`config.mk`:
```
export PLATFORM = sky130hd
export DESIGN_NAME = icap_timer
export DESIGN_NICKNAME = d
export VERILOG_FILES = /design/src/rtl/icap_pkg.sv /design/src/rtl/icap_free_counter.sv /design/src/rtl/icap_edge_sync.sv /design/src/rtl/icap_capture_reg.sv /design/src/rtl/icap_regif.sv /design/src/rtl/icap_timer.sv
export SDC_FILE = /design/constraint.sdc
export NUM_CORES = 1
export LEC_CHECK = 0
export BUFFER_PORTS_ARGS = -buffer_cell sky130_fd_sc_hd__buf_4
export CAP_MARGIN = 20
export CORE_MARGIN = 3
export CORE_UTILIZATION = 40
export DETAILED_ROUTE_END_ITERATION = 10
export SLEW_MARGIN = 10
export SYNTH_ARGS = -nofsm -noshare
export SYNTH_HDL_FRONTEND = slang
export SYNTH_SLANG_ARGS = --single-unit
```
`constraint.sdc`:
```
create_clock -name clk -period 1.7 [get_ports clk]
set_input_delay 0.34 -clock clk [delete_from_list [all_inputs] [get_ports clk]]
set_output_delay 0.34 -clock clk [all_outputs]
set_load 0.01 [all_outputs]
```
`src/rtl/icap_pkg.sv`:
```
package icap_pkg;
  localparam int ADDR_W = 3;
  localparam int DATA_W = 8;

  localparam logic [ADDR_W-1:0] A_CTRL   = 3'd0;
  localparam logic [ADDR_W-1:0] A_STATUS = 3'd1;
  localparam logic [ADDR_W-1:0] A_CAP_HI = 3'd2;
  localparam logic [ADDR_W-1:0] A_CAP_LO = 3'd3;
  localparam logic [ADDR_W-1:0] A_CNT_HI = 3'd4;
  localparam logic [ADDR_W-1:0] A_CNT_LO = 3'd5;

  typedef struct packed {
    logic ovf_ie;
    logic cmp_ie;
    logic cap_ie;
    logic edge_rise;
  } ctrl_t;

  localparam int CTRL_W = $bits(ctrl_t);
endpackage

```
`src/rtl/icap_free_counter.sv`:
```
module icap_free_counter #(
  parameter int CNT_W = 16,
  parameter int DIV   = 4
) (
  input  logic             clk,
  input  logic             rst_n,
  output logic [CNT_W-1:0] cnt
);
  localparam int PRE_W = (DIV > 1) ? $clog2(DIV) : 1;
  localparam logic [PRE_W-1:0] PRE_LAST = PRE_W'(DIV - 1);

  logic [PRE_W-1:0] pre_q;
  logic             tick;

  assign tick = (pre_q == PRE_LAST);

  always_ff @(posedge clk or negedge rst_n) begin
    if (!rst_n) begin
      pre_q <= '0;
      cnt   <= '0;
    end else begin
      pre_q <= tick ? '0 : pre_q + PRE_W'(1);
      if (tick) cnt <= cnt + CNT_W'(1);
    end
  end
endmodule

```
`src/rtl/icap_edge_sync.sv`:
```
module icap_edge_sync #(
  parameter int CNT_W  = 16,
  parameter int STAGES = 2
) (
  input  logic             clk,
  input  logic             rst_n,
  input  logic             pin,
  input  logic             rise_sel,
  input  logic [CNT_W-1:0] cnt,
  output logic             strobe,
  output logic [CNT_W-1:0] cnt_at_edge
);
  logic [STAGES-1:0] sync_q;
  logic              prev_q;
  logic [CNT_W-1:0]  cpipe [STAGES];

  always_ff @(posedge clk or negedge rst_n) begin
    if (!rst_n) sync_q[0] <= 1'b0;
    else        sync_q[0] <= pin;
  end

  always_ff @(posedge clk) cpipe[0] <= cnt;

  for (genvar g = 1; g < STAGES; g++) begin : g_stage
    always_ff @(posedge clk or negedge rst_n) begin
      if (!rst_n) sync_q[g] <= 1'b0;
      else        sync_q[g] <= sync_q[g-1];
    end
    always_ff @(posedge clk) cpipe[g] <= cpipe[g-1];
  end

  always_ff @(posedge clk or negedge rst_n) begin
    if (!rst_n) prev_q <= 1'b0;
    else        prev_q <= sync_q[STAGES-1];
  end

  always_comb begin
    if (rise_sel) strobe = sync_q[STAGES-1] & ~prev_q;
    else          strobe = ~sync_q[STAGES-1] & prev_q;
  end

  assign cnt_at_edge = cpipe[STAGES-1];
endmodule

```
`src/rtl/icap_capture_reg.sv`:
```
module icap_capture_reg #(
  parameter int CNT_W = 16
) (
  input  logic             clk,
  input  logic             rst_n,
  input  logic             strobe,
  input  logic [CNT_W-1:0] cnt_at_edge,
  input  logic             rd_hi,
  input  logic             rd_lo,
  input  logic             rd_status,
  output logic [CNT_W-1:0] cap_val,
  output logic             flag,
  output logic             inhibit
);
  logic armed_q;

  always_ff @(posedge clk) begin
    if (strobe && !inhibit) cap_val <= cnt_at_edge + CNT_W'(1);
  end

  always_ff @(posedge clk or negedge rst_n) begin
    if (!rst_n) begin
      inhibit <= 1'b0;
      flag    <= 1'b0;
      armed_q <= 1'b0;
    end else begin
      if (rd_hi)      inhibit <= 1'b1;
      else if (rd_lo) inhibit <= 1'b0;

      if (rd_status && flag) armed_q <= 1'b1;
      else if (rd_lo)        armed_q <= 1'b0;

      if (strobe)                flag <= 1'b1;
      else if (rd_lo && armed_q) flag <= 1'b0;
    end
  end
endmodule

```
`src/rtl/icap_regif.sv`:
```
module icap_regif
  import icap_pkg::*;
#(
  parameter int CNT_W = 16
) (
  input  logic              clk,
  input  logic              rst_n,
  input  logic [ADDR_W-1:0] addr,
  input  logic              wr,
  input  logic              rd,
  input  logic [DATA_W-1:0] wdata,
  input  logic [CNT_W-1:0]  cap_val,
  input  logic [CNT_W-1:0]  cnt,
  input  logic              flag,
  output ctrl_t             ctrl,
  output logic [DATA_W-1:0] rdata,
  output logic              rd_hi,
  output logic              rd_lo,
  output logic              rd_status
);
  localparam int HALF = CNT_W / 2;

  logic              unused_wbits;
  logic [DATA_W-1:0] rmux;

  assign unused_wbits = ^wdata[DATA_W-1:CTRL_W];

  assign rd_hi     = rd && (addr == A_CAP_HI);
  assign rd_lo     = rd && (addr == A_CAP_LO);
  assign rd_status = rd && (addr == A_STATUS);

  always_ff @(posedge clk or negedge rst_n) begin
    if (!rst_n)                       ctrl <= '0;
    else if (wr && (addr == A_CTRL))  ctrl <= ctrl_t'(wdata[CTRL_W-1:0]);
  end

  always_comb begin
    unique case (addr)
      A_CTRL:   rmux = DATA_W'(ctrl);
      A_STATUS: rmux = DATA_W'(flag);
      A_CAP_HI: rmux = DATA_W'(cap_val[CNT_W-1:HALF]);
      A_CAP_LO: rmux = DATA_W'(cap_val[HALF-1:0]);
      A_CNT_HI: rmux = DATA_W'(cnt[CNT_W-1:HALF]);
      A_CNT_LO: rmux = DATA_W'(cnt[HALF-1:0]);
      default:  rmux = '0;
    endcase
  end

  always_ff @(posedge clk or negedge rst_n) begin
    if (!rst_n)  rdata <= '0;
    else if (rd) rdata <= rmux;
  end
endmodule

```
`src/rtl/icap_timer.sv`:
```
module icap_timer
  import icap_pkg::*;
#(
  parameter int CNT_W  = 16,
  parameter int DIV    = 4,
  parameter int STAGES = 2
) (
  input  logic              clk,
  input  logic              rst_n,
  input  logic              cap_pin,
  input  logic [ADDR_W-1:0] bus_addr,
  input  logic              bus_wr,
  input  logic              bus_rd,
  input  logic [DATA_W-1:0] bus_wdata,
  output logic [DATA_W-1:0] bus_rdata,
  output logic              cap_irq
);
  logic [CNT_W-1:0] cnt_val;
  logic [CNT_W-1:0] cnt_at_edge;
  logic [CNT_W-1:0] cap_val;
  logic             cap_strobe;
  logic             cap_flag;
  logic             cap_inhibit;
  logic             rd_hi, rd_lo, rd_status;
  ctrl_t            ctrl;

  icap_free_counter #(.CNT_W(CNT_W), .DIV(DIV)) u_cnt (
    .clk(clk), .rst_n(rst_n), .cnt(cnt_val)
  );

  icap_edge_sync #(.CNT_W(CNT_W), .STAGES(STAGES)) u_edge (
    .clk(clk), .rst_n(rst_n), .pin(cap_pin), .rise_sel(ctrl.edge_rise),
    .cnt(cnt_val), .strobe(cap_strobe), .cnt_at_edge(cnt_at_edge)
  );

  icap_capture_reg #(.CNT_W(CNT_W)) u_cap (
    .clk(clk), .rst_n(rst_n), .strobe(cap_strobe), .cnt_at_edge(cnt_at_edge),
    .rd_hi(rd_hi), .rd_lo(rd_lo), .rd_status(rd_status),
    .cap_val(cap_val), .flag(cap_flag), .inhibit(cap_inhibit)
  );

  icap_regif #(.CNT_W(CNT_W)) u_regs (
    .clk(clk), .rst_n(rst_n), .addr(bus_addr), .wr(bus_wr), .rd(bus_rd),
    .wdata(bus_wdata), .cap_val(cap_val), .cnt(cnt_val), .flag(cap_flag),
    .ctrl(ctrl), .rdata(bus_rdata), .rd_hi(rd_hi), .rd_lo(rd_lo),
    .rd_status(rd_status)
  );

  assign cap_irq = cap_flag & ctrl.cap_ie;
endmodule

```
* After elaboration in Yosys (flattened, before gate mapping)
Memory sizes are Yosys's and may differ from the RTL's.
Cells that the tools add are included.
Widths: inputs -> output; s select.
** Storage, ports and cells
- Bits in latches :: 0
- Register bits after elaboration :: 52
- Logic and storage cells :: 49
- Bits of input ports :: 16
- Memories kept :: 1
- RAM bits :: 32
- Memory bits (read-only) :: 0
** Operators by class
- Divide/modulo/power cells :: 0
- Reduce and logical (&&, ||, !) cells :: 12
- $mul :: 0
- Bitwise operators :: 5
- Magnitude comparators :: 0
- $add $sub $neg :: 3
- Shift operators :: 0
- Mux-type cells :: 8
- Equality and inequality tests :: 6
** Memory list
- u_edge.cpipe :: words 2, bits a word 16, read ports 2, clocked after memory_dff 0, write ports 2, RTL line icap_edge_sync.sv:15 : logic [CNT_W-1:0] cpipe [STAGES];
** Operators by type and width (count)
- $pmux 8 s6 :: 1
- $add 16x1->16 const B :: 2
- $logic_and 1x1->1 :: 7
- $eq 3x2->1 const B :: 2
- $eq 3x3->1 const B :: 2
- $mux 1 :: 6
- $reduce_bool 2->1 :: 3
- $and 1x1->1 :: 3
- $eq 3x1->1 const B :: 1
- $logic_not 3->1 :: 1
- $add 2x1->2 const B :: 1
- $eq 2x2->1 const B :: 1
- $mux 2 :: 1
- $not 1->1 :: 2
- $logic_not 1->1 :: 1

* Longest topological paths before layout
- Depth after elaboration :: 5
- Depth in mapped cells :: 7

* By module
A second synthesis with hierarchy kept.
** Second synthesis, totals
- Cells, all modules :: 257
- Area total of the unflattened synthesis :: 3324.4 µm²
** Modules (own cells, without submodules)
- icap_capture_reg :: times used 1, cells an instance 66, area each 894.6 µm²
- icap_edge_sync :: times used 1, cells an instance 54, area each 858.3 µm²
- icap_free_counter :: times used 1, cells an instance 61, area each 785.8 µm²
- icap_regif :: times used 1, cells an instance 75, area each 779.5 µm²
- icap_timer :: times used 1, cells an instance 1, area each 6.3 µm²

* Least setup slack after synthesis
Ideal clock, no wire load.
- Path type :: register to register
- Start :: register u_regs.ctrl[0] (netlist name)
- End :: register u_cap.cap_val[0], enable pin
- Cell stages (with the launch flop) :: 4
- Library setup time :: 388 ps
- Required time :: 1312 ps
- Data arrival time :: 1336 ps
- Buffers on the path :: 0
- Setup slack :: -24 ps
- Period minus slack after synthesis :: 1724 ps
- Cells stage by stage :: dfrtp_1 nor3b_1 a21oi_1 nor2_1
** Between the ends
- Cells in the longest elaborated chain, start to end :: 2
** Ends and longest elaborated chain
- $mux 1 :: RTL line icap_edge_sync.sv:38 : if (rise_sel) strobe = sync_q[STAGES-1] & ~prev_q;
- $logic_and 1x1->1 :: RTL line icap_capture_reg.sv:18 : if (strobe && !inhibit) cap_val <= cnt_at_edge + CNT_W'(1);
- end signal, assigned :: RTL line icap_capture_reg.sv:18
- end, declared :: RTL line icap_capture_reg.sv:11 : output logic [CNT_W-1:0] cap_val,
No other way between the ends.
A chain may end at the register's enable or synchronous reset.

* Worst setup path in the final report
- Start :: register u_cnt.pre_q[0]
- End :: register u_cnt.cnt[9]
** Between the ends
- Cells in the longest elaborated chain, start to end :: 1
** Ends and longest elaborated chain
- start, declared :: RTL line icap_free_counter.sv:12 : logic [PRE_W-1:0] pre_q;
- start signal, assigned :: RTL line icap_free_counter.sv:22 : pre_q <= tick ? '0 : pre_q + PRE_W'(1);
- $eq 2x2->1 :: RTL line icap_free_counter.sv:15 : assign tick = (pre_q == PRE_LAST);
- end signal, assigned :: RTL line icap_free_counter.sv:23 : if (tick) cnt <= cnt + CNT_W'(1);
- end, declared :: RTL line icap_free_counter.sv:7 : output logic [CNT_W-1:0] cnt
No other way between the ends.

==> impl_metrics.ini <==
[clock_tree]
cts-root-buf = clkbuf_8
numCtsBuffers = 9
clock-sinks = 84
cts_tree = done
clockBufferDepth = 2
insertion_delay_ns = 0.36
h-tree-depth = 3
clkTransAtPathRegs_ns = 0.09

[routing]
via_per_inst = 4.82
wl_per_cell_um = 13.9
drt_iter0_markers = 57
ant_nets = 0
finalWirelength_mm = 5.39
vias = 1866
drc_errors = 0
firstDrtPassIters = 4

[hold_path]
hold_path_class = in2reg

[worst_setup_path]
path_max_fanout = 4
cp.required_ns = 1.95
arrival_ns = 1.78
crit_buf_inv = 1
path_cells = ha_1 -> nand4_1 -> buf_4 -> nor2_1 -> nand4_1 -> xnor2_1
crit_top_cell = nand4_1
path_class = reg2reg
slowest_delay_ns = 0.36
critPathTopFamily = simple AND/OR/NAND/NOR gates
startpoint_type = flop
critPathCaptureType = flop
cp_slowest_cell = dfrtp_1

[synth]
avgSynthCellArea_sq_um = 13.0
synth_edf_count = 16
synthArstFlopShare = 0.429
synthSimpleGateAreaFrac = 0.120
synthMuxAreaShare = 0.0678
synth_cell_types = 39
syn_inst = 242
synth_fa_ha_area_frac = 0.0120
synth-compound-area-share = 0.0562
ys_seq_area_frac = 0.644
synth_nets = 261
yosys_warnings = 0
synth_top_family_by_area = simple AND/OR/NAND/NOR gates
synthXorXnorAreaFrac = 0.0809
synth-seq-cells = 84
synth_ff_type = dfrtp_1
syn_area_sq_mm = 0.00314

[finish]
fillers = 663
drive_gt1_frac = 0.274
synthToLayoutAreaGrowth_pct = 19.3
multi_input_comb_area_sq_mm = 0.00107
nets = 302
seq_area_sq_mm = 0.00202
antenna_cells = 0

[global_routing]
grt_max_degree = 37
grt.overflow.total = 0
grt_pass1_wl_mm = 8.83
grt_pass1_vias = 1827
grt_use_total = 0.133
antenna_found_initial = 0

[sta]
period_minus_slack_ns = 1.52
slew_violations = 0
fmax_ghz = 0.656
rsz0062_at_grt = no
setup_tns_ns = 0
worst_pin_slew_ns = 0.647
fin_crit_sh = 0.897
finalWorstSetupSlack_ns = 0.175
slew_headroom = 0.568
clock-skew-final_ns = 0.0117
finalSetupViolCount = 0
finalHoldViolCount = 0

[die]
io_pins = 25
num_rows = 31
initial_utilization = 0.421
die_h_um = 94.6
core_region_area_sq_mm = 0.00745
die_width_um = 94.6
die-area_sq_mm = 0.00894

[place]
place_ws_ns = 0.0824
gp_congestion = 0.794
dpl.hpwl_mm = 3.94
port_buffers = 20

[power_and_ir_drop]
ir_worst_vdd_uv = 473
leakagePower_nw = 1.60
power_density_mw_per_mm2 = 1060

[outcome]
status = finished clean

[flow_run]
cap_violations = 0
-- cell usage after synthesis, types with 2 or more instances --
master	instances	area, sq um
and3_1	2	12.5
nor2b_1	3	18.8
a21oi_1	11	55.1
buf_2	4	20.0
inv_1	6	22.5
nand3_1	7	35.0
xor2_1	13	114
o21ai_0	4	20.0
dfrtp_1	36	901
ha_1	3	37.5
nor3_1	3	15.0
dfxtp_1	32	641
a221oi_1	4	35.0
a22oi_1	5	37.5
nand2_1	19	71.3
mux2_2	16	180
nand4_1	6	37.5
clkbuf_1	4	15.0
xnor2_1	16	140
edfxtp_1	16	480
nor2_1	13	48.8
and2_1	2	12.5
-- final timing paths --
path	depth (start not counted)	slack [ns]	startpoint	to
worst min register to register	0	0.33	u_edge.cpipe[0][3]$_DFF_P_	u_edge.cpipe[0][19]$_DFF_P_
worst max-delay path	6	0.18	u_cnt.pre_q[0]$_DFF_PN0_	u_cnt.cnt[9]$_DFFE_PN0P_
min in group asynchronous	2	0.48	rst_n	u_edge.prev_q$_DFF_PN0_
worst max register to register	6	0.18	u_cnt.pre_q[0]$_DFF_PN0_	u_cnt.cnt[9]$_DFFE_PN0P_
max in group asynchronous	2	0.89	rst_n	u_cnt.cnt[4]$_DFFE_PN0P_
worst min-delay path	1	0.09	cap_pin	u_edge.sync_q[0]$_DFF_PN0_
-- per-layer routing --
metal	global-route usage	vias up	routed length, um
li1	-	933	-
met2	0.212	32	2490
met1	0.164	896	2570
met3	0.0550	5	252
met4	0.0469	0	75
met5	0	-	0
-- sequential cells by signal, indices dropped and copies added (netlist names) --
name,flops
u_regs.ctrl,4
u_regs.rdata,8
u_edge.prev_q,1
u_edge.cpipe,32
u_edge.sync_q,2
u_cap.inhibit,1
u_cnt.cnt,16
u_cap.armed_q,1
u_cap.cap_val,16
u_cap.flag,1
u_cnt.pre_q,2
-- per-stage QoR --
stage	utilization	std cells	hold WS, ns	area (sq um)	total power, W
floorplan	-	242	0.0444	3140	0.00236
global placement	0.471	370	0.310	3510	0.00248
detailed placement	0.471	370	0.312	3510	0.00249
CTS	0.502	387	0.0750	3740	0.00401
global route	0.503	387	0.0677	3740	0.00413
finish	0.503	387	0.0911	3740	0.00396
-- where the power goes --
part	internal, W	switching (W)
Combinational	0.000137	0.000131
Clock	0.000789	0.000732
Sequential	0.00213	0.0000425
-- area by class of cell --
class / count / area share
timing repair buffer: 38 / 0.0769
inverter: 6 / 0.00602
sequential: 84 / 0.540
tap: 99 / 0.0331
clock inverter: 6 / 0.0191
clock buffer: 10 / 0.0398
multi-input combinational: 144 / 0.285
-- logic make-up (layout without fill, tap and decap cells) --
logic type      count (synthesis)  in the layout
flops                          84             84
simple gates                   66             66
xor+xnor                       29             29
compound gates                 28             28
mux                            18             18
buf+inv                        14             60
fa+ha+maj                       3              3
-- cells in the final DEF, fill, tap and decap left out, types with 4 or more instances in the layout --
cell      netlist  routed
dfrtp_1        36      36
edfxtp_1       16      16
nor2_1         13      12
a221oi_1        4       4
xor2_1         13      13
buf_4           0      37
o21ai_0         4       4
inv_6           0       4
mux2_2         16      16
a22oi_1         5       5
nand2_1        19      19
dfxtp_1        32      32
xnor2_1        16      16
a21oi_1        11      11
nand3_1         7       7
clkbuf_8        0       9
inv_1           6       6
nand4_1         6       6
-- repair_timing --
item,CTS,global route
endpoints found under the hold margin,36,0
gates resized for setup,0,1
buffers inserted,0,0
setup endpoints to repair,0,1
hold buffers,1,0
No activity file was read; power rests on OpenSTA's default activity.
